==> config.mk <==
export PLATFORM = sky130hd
export DESIGN_NAME = irq_base_counter
export DESIGN_NICKNAME = d
export VERILOG_FILES = /design/src/rtl/ibc_pkg.sv /design/src/rtl/ibc_base_regs.sv /design/src/rtl/ibc_down_counter.sv /design/src/rtl/ibc_irq_status.sv /design/src/rtl/irq_base_counter.sv
export SDC_FILE = /design/constraint.sdc
export NUM_CORES = 1
export LEC_CHECK = 0
export BUFFER_PORTS_ARGS = -buffer_cell sky130_fd_sc_hd__buf_2
export CAP_MARGIN = 0
export CORE_MARGIN = 2
export CORE_UTILIZATION = 50
export DETAILED_ROUTE_END_ITERATION = 12
export PLACE_DENSITY = 0.79
export SETUP_SLACK_MARGIN = 0.5
export SYNTH_ARGS = -nofsm -noshare
export SYNTH_HDL_FRONTEND = slang
export SYNTH_HIERARCHICAL = 1
export SYNTH_SLANG_ARGS = --single-unit
==> constraint.sdc <==
create_clock -name clk -period 2.68 [get_ports clk]
set_clock_uncertainty 0.2 [all_clocks]
set_input_delay 0.134 -clock clk [delete_from_list [all_inputs] [get_ports clk]]
set_output_delay 0.134 -clock clk [all_outputs]
set_load 0.02 [all_outputs]
==> src/rtl/ibc_pkg.sv <==
// Shared types for the sample-period interrupt base counter.
// Assumes the count width is a whole number of register bytes.
package ibc_pkg;
    // Per-sample control bits, grouped as one value inside the block.
    typedef struct packed {
        logic play;
        logic cap;
        logic hold;
        logic ien;
    } ibc_ctrl_t;
endpackage

==> src/rtl/ibc_base_regs.sv <==
// Base count byte registers. Holds NBYTES software-written bytes and
// returns the selected one on read. A write to the top byte is the commit
// point: it produces a load strobe and the full base value that includes
// the new byte. Assumes sel never exceeds NBYTES-1.
module ibc_base_regs #(
    parameter int CNT_W  = 16,
    parameter int BYTE_W = 8,
    localparam int NBYTES = CNT_W / BYTE_W,
    localparam int SEL_W  = (NBYTES > 1) ? $clog2(NBYTES) : 1
) (
    input  logic              clk,
    input  logic              rst_n,
    input  logic              wr,
    input  logic [SEL_W-1:0]  sel,
    input  logic [BYTE_W-1:0] wdata,
    output logic [BYTE_W-1:0] rdata,
    output logic [CNT_W-1:0]  base_val,
    output logic              commit,
    output logic [CNT_W-1:0]  commit_val
);
    logic [BYTE_W-1:0] byte_q [NBYTES];

    for (genvar i = 0; i < NBYTES; i++) begin : g_byte
        // Store one base byte on a write addressed to it.
        always_ff @(posedge clk) begin
            if (!rst_n)
                byte_q[i] <= '0;
            else if (wr && sel == SEL_W'(i))
                byte_q[i] <= wdata;
        end
        assign base_val[i*BYTE_W +: BYTE_W] = byte_q[i];
    end

    // Commit strobe and the value that the counter takes on a commit.
    always_comb begin
        commit     = wr && (sel == SEL_W'(NBYTES - 1));
        commit_val = base_val;
        commit_val[CNT_W-1 -: BYTE_W] = wdata;
    end

    // Read mux over the stored bytes.
    always_comb begin
        rdata = '0;
        for (int k = 0; k < NBYTES; k++)
            if (sel == SEL_W'(k))
                rdata = byte_q[k];
    end

    // A lower-byte write leaves the committing byte unchanged.
    AST_LOWER_ISOLATED: assert property (@(posedge clk) disable iff (!rst_n)
        (wr && sel != SEL_W'(NBYTES - 1)) |=> $stable(byte_q[NBYTES-1]));
    // An upper-byte write takes the written data.
    AST_UPPER_STORE: assert property (@(posedge clk) disable iff (!rst_n)
        commit |=> (byte_q[NBYTES-1] == $past(wdata)));
endmodule

==> src/rtl/ibc_down_counter.sv <==
// Hidden current counter. A commit load has priority. Otherwise an enabled
// tick decrements the counter, or, at zero, reloads it from the base and
// raises a one-cycle underflow pulse. Assumes tick is a one-cycle pulse.
module ibc_down_counter #(
    parameter int CNT_W = 16
) (
    input  logic             clk,
    input  logic             rst_n,
    input  logic             tick,
    input  logic             cnt_en,
    input  logic             load,
    input  logic [CNT_W-1:0] load_val,
    input  logic [CNT_W-1:0] base_val,
    output logic             underflow
);
    logic [CNT_W-1:0] cur_q;
    logic             step;
    logic             at_zero;

    // Decide whether this cycle counts and whether it underflows.
    always_comb begin
        step      = tick && cnt_en && !load;
        at_zero   = (cur_q == '0);
        underflow = step && at_zero;
    end

    // Load, reload or decrement the current count.
    always_ff @(posedge clk) begin
        if (!rst_n)
            cur_q <= '0;
        else if (load)
            cur_q <= load_val;
        else if (step)
            cur_q <= at_zero ? base_val : cur_q - 1'b1;
    end

    AST_LOAD_WINS: assert property (@(posedge clk) disable iff (!rst_n)
        load |=> (cur_q == $past(load_val)));
    AST_DECREMENT: assert property (@(posedge clk) disable iff (!rst_n)
        (tick && cnt_en && !load && cur_q != '0) |=> (cur_q == $past(cur_q) - 1'b1));
    AST_RELOAD: assert property (@(posedge clk) disable iff (!rst_n)
        (tick && cnt_en && !load && cur_q == '0) |=> (cur_q == $past(base_val)));
    AST_IDLE_HOLD: assert property (@(posedge clk) disable iff (!rst_n)
        (!tick && !load) |=> $stable(cur_q));
    AST_GATED_HOLD: assert property (@(posedge clk) disable iff (!rst_n)
        (!cnt_en && !load) |=> $stable(cur_q));
endmodule

==> src/rtl/ibc_irq_status.sv <==
// Interrupt status bit and pin. Underflow sets the bit and a status write
// clears it; the set wins when both arrive together. The pin is the bit
// gated by the enable, so masking never hides a pending status.
module ibc_irq_status (
    input  logic clk,
    input  logic rst_n,
    input  logic set,
    input  logic clr,
    input  logic ien,
    output logic flag,
    output logic pin
);
    logic flag_q;

    // Sticky status bit with set priority.
    always_ff @(posedge clk) begin
        if (!rst_n)
            flag_q <= 1'b0;
        else if (set)
            flag_q <= 1'b1;
        else if (clr)
            flag_q <= 1'b0;
    end

    // Drive the status and the masked pin.
    always_comb begin
        flag = flag_q;
        pin  = flag_q && ien;
    end

    AST_SET_WINS: assert property (@(posedge clk) disable iff (!rst_n)
        set |=> flag);
    AST_CLEAR: assert property (@(posedge clk) disable iff (!rst_n)
        (clr && !set) |=> !flag);
    AST_STICKY: assert property (@(posedge clk) disable iff (!rst_n)
        (flag && !clr) |=> flag);
    AST_NO_SPURIOUS: assert property (@(posedge clk) disable iff (!rst_n)
        (!flag && !set) |=> !flag);
endmodule

==> src/rtl/irq_base_counter.sv <==
// Top of the sample-period interrupt base counter. Joins the base byte
// registers, the hidden down counter and the interrupt status. Computes
// the count gate from the control bits and the pending status.
// Assumes tick, reg_wr and stat_clr are synchronous one-cycle strobes.
module irq_base_counter #(
    parameter int CNT_W  = 16,
    parameter int BYTE_W = 8,
    localparam int NBYTES = CNT_W / BYTE_W,
    localparam int SEL_W  = (NBYTES > 1) ? $clog2(NBYTES) : 1
) (
    input  logic              clk,
    input  logic              rst_n,
    input  logic              reg_wr,
    input  logic [SEL_W-1:0]  reg_sel,
    input  logic [BYTE_W-1:0] reg_wdata,
    output logic [BYTE_W-1:0] reg_rdata,
    input  logic              stat_clr,
    input  logic              tick,
    input  logic              play_en,
    input  logic              cap_en,
    input  logic              xfer_hold,
    input  logic              irq_en,
    output logic              irq_flag,
    output logic              irq_pin
);
    import ibc_pkg::*;

    ibc_ctrl_t        ctrl;
    logic [CNT_W-1:0] base_val;
    logic [CNT_W-1:0] commit_val;
    logic             commit;
    logic             cnt_en;
    logic             underflow;
    logic             flag;

    // Group the control inputs and form the count gate.
    always_comb begin
        ctrl   = '{play: play_en, cap: cap_en, hold: xfer_hold, ien: irq_en};
        cnt_en = (ctrl.play || ctrl.cap) && (!ctrl.hold || !flag);
    end

    ibc_base_regs #(.CNT_W(CNT_W), .BYTE_W(BYTE_W)) u_regs (
        .clk        (clk),
        .rst_n      (rst_n),
        .wr         (reg_wr),
        .sel        (reg_sel),
        .wdata      (reg_wdata),
        .rdata      (reg_rdata),
        .base_val   (base_val),
        .commit     (commit),
        .commit_val (commit_val)
    );

    ibc_down_counter #(.CNT_W(CNT_W)) u_cnt (
        .clk       (clk),
        .rst_n     (rst_n),
        .tick      (tick),
        .cnt_en    (cnt_en),
        .load      (commit),
        .load_val  (commit_val),
        .base_val  (base_val),
        .underflow (underflow)
    );

    ibc_irq_status u_irq (
        .clk   (clk),
        .rst_n (rst_n),
        .set   (underflow),
        .clr   (stat_clr),
        .ien   (ctrl.ien),
        .flag  (flag),
        .pin   (irq_pin)
    );

    assign irq_flag = flag;

    // A pending interrupt under hold freezes the flag unless cleared.
    AST_HOLD_FREEZE: assert property (@(posedge clk) disable iff (!rst_n)
        (xfer_hold && flag && !stat_clr) |=> flag);
    // The pin never rises without a pending status.
    AST_PIN_NEEDS_FLAG: assert property (@(posedge clk) disable iff (!rst_n)
        irq_pin |-> irq_flag);
endmodule

==> qor.yml <==
worstSetupPathType: "flop to flop"
finalPower_mw: 1.47
irDropWorstVdd_mv: 0.368
numCtsBuffers: 5
antenna_found_initial: 0
fmax_ghz: 0.442
initial_core_util_pct: 51.8
cp.arrival_ns: 2.22
syn_inst: 235
place_ws_ns: 0.351
synthToLayoutAreaGrowth_pct: 17.5
start_kind: "flop"
overflow: 0
fin_crit_ns: 2.26
clk_path_buf_depth: 2
floorplan.die.height_um: 70.9
post-route-drc-count: 0
p_leak_nw: 1.02
setup_viol: 0
drt-wirelength-per-cell_um: 17.8
synth_edf_count: 16
status: "finished, final reports clean"
hold_viol_final: 0
insertion_delay_ns: 0.29
drt-total-wl_mm: 5.66
ant_nets: 0
yosys_register_bits: 33
dr.pass1.iters: 4
end_kind: "flop"
yosysSeqAreaShare_pct: 36.6
vias: 1937
fin_nets: 285
die_w_um: 70.9
grt_pass1_vias: 1814
io_pins: 28
drv_cap: 0
timing_max_transition_violations_final: 0
yosysWarningCount: 6
tightest_slew_ns: 1.10
grt_pass1_wl_mm: 9.00
p_per_area_nw_per_um2: 558
drive_above_1_share_pct: 38.3
rows: 24
worst_slack_ns: 0.418
place_congestion: 0.883
cts_max_level: 2
cp_max_fo: 7
clockRootBuffer: "clkbuf_8"
place_hpwl_mm: 3.75
cts.sinks: 33
synth-main-ff-cell: "dfxtp_1"
syn-num-nets: 255
ys_async_sr_fraction_pct: 0
hold_path.class: "input port to flop"
cts_tree: "yes"
dieArea_um2: 5030
syn_avg_cell_area_um2: 9.54
min_period_over_period_pct: 84.4
synth_cell_types: 54
cp.required_ns: 2.64
io_buffers: 27
drt-initial-drc-count: 197
relSlewSlack_pct: 25.9
via_per_inst: 6.09
fin_tns_setup_ns: 0
grt_max_degree: 21
syn-cell-area_um2: 2240
core_area_um2: 4320
clkSlewWorstSetupHoldPaths_ns: 0.07
grt_util_all_layers_pct: 23.0
postLayoutCoreUtil_pct: 60.9
hold-worst-slack_ns: 0.00644
antenna_cells: 0
rsz0062_at_grt: "yes"
[sequential cells by signal, summed over array words and instances, names as in the netlist]
name,flops
u_regs/byte_q,16
u_cnt/cur_q,16
u_irq/flag,1
[layout by cell type (no fill, tap or decap), types with 5 or more instances in the layout]
cell type	Yosys	layout
clkbuf_8	0	5
inv_1	7	5
dlygate4sd3_1	0	5
nor3_1	11	9
dfxtp_1	17	12
buf_2	1	27
nand2b_1	11	11
nand2_1	19	18
edfxtp_1	16	16
nor2_2	7	7
a21oi_1	5	5
o311ai_0	8	7
nor2_1	13	13
nor4_1	6	5
mux2_4	8	8
buf_4	16	15
o21ai_0	8	7
xnor2_1	5	5
[area by class of cell]
| type | instances | area, um^2 |
|---|---|---|
| Fill cell | 364 | 1690 |
| Inverter | 7 | 26.3 |
| Sequential cell | 33 | 830 |
| Tap cell | 52 | 65.1 |
| Clock inverter | 2 | 11.3 |
| Multi-Input combinational cell | 167 | 1290 |
| Timing Repair Buffer | 51 | 343 |
| Clock buffer | 6 | 72.6 |
[synth_stat cells, types with 4 or more instances]
cell type / instances / area (um^2)
nor4_1: 6 / 37.5
a211oi_1: 6 / 45.0
dfxtp_1: 17 / 340
xor2_1: 4 / 35.0
nor3_1: 11 / 55.1
mux2i_1: 4 / 40.0
nand2b_1: 11 / 68.8
nand2_1: 19 / 71.3
buf_4: 16 / 120
o21ai_1: 4 / 20.0
edfxtp_1: 16 / 480
xnor2_1: 5 / 43.8
inv_1: 7 / 26.3
o21ai_0: 8 / 40.0
or3_1: 4 / 25.0
a21oi_1: 5 / 25.0
o311ai_0: 8 / 70.1
nor2_2: 7 / 43.8
nor2_1: 13 / 48.8
mux2_4: 8 / 120
clkbuf_1: 7 / 26.3
buf_6: 4 / 45.0
[power by group]
part	total (mW)	switching (mW)	internal, mW	leakage [nW]
combinational	0.471	0.255	0.216	0.681
clock	0.366	0.186	0.180	0.0388
sequential	0.633	0.0530	0.580	0.305
total	1.47	0.493	0.976	1.02
[worst max-delay path: stages, from the launching register on]
cell and delay (ns):
dfxtp_4 0.36, or4_4 0.57, or4_4 0.64, buf_6 0.16
mux2i_1 0.13, a21oi_1 0.08
[routing by layer]
layer  global-route usage, %  routed length [um]
met1                    30.0                2350
met2                    38.1                2890
met3                    5.27                 329
met4                    6.92                  94
met5                       0                   0
[final timing paths]
path,startpoint,end,slack [ns],cells past startpoint
hold reg to reg,u_regs/byte_q[1][2],u_cnt/cur_q[10],0.41,2
hold / removal,reg_wdata[7],u_regs/byte_q[0][7],0.006,3
setup reg to reg,u_cnt/cur_q[4],u_cnt/cur_q[2],0.42,5
setup / recovery,u_cnt/cur_q[4],u_cnt/cur_q[2],0.42,5
[timing repair]
item,4_1_cts,5_1_grt
hold endpoints to repair,8,0
pin swaps,6,10
hold buffers,5,0
endpoints found under the setup margin,16,16
gates cloned,1,0
setup buffers,5,8
resized for setup,11,20
[per-stage QoR]
step                      instance area, um^2  cells
final                                    2630    318
after floorplan                          2240    235
after CTS                                2490    310
after global placement                   2280    291
after global routing                     2630    318
after detailed placement                 2280    291
[cells by family after synthesis]
family | Yosys count | share of synthesized area, %
flops | 33 | 36.6
fa+ha+maj | 2 | 1.12
simple gates | 93 | 24.5
xor+xnor | 9 | 3.52
buf+inv | 36 | 10.6
mux | 12 | 7.15
compound gates | 50 | 16.5
No activity file was read; power rests on OpenSTA's default activity.
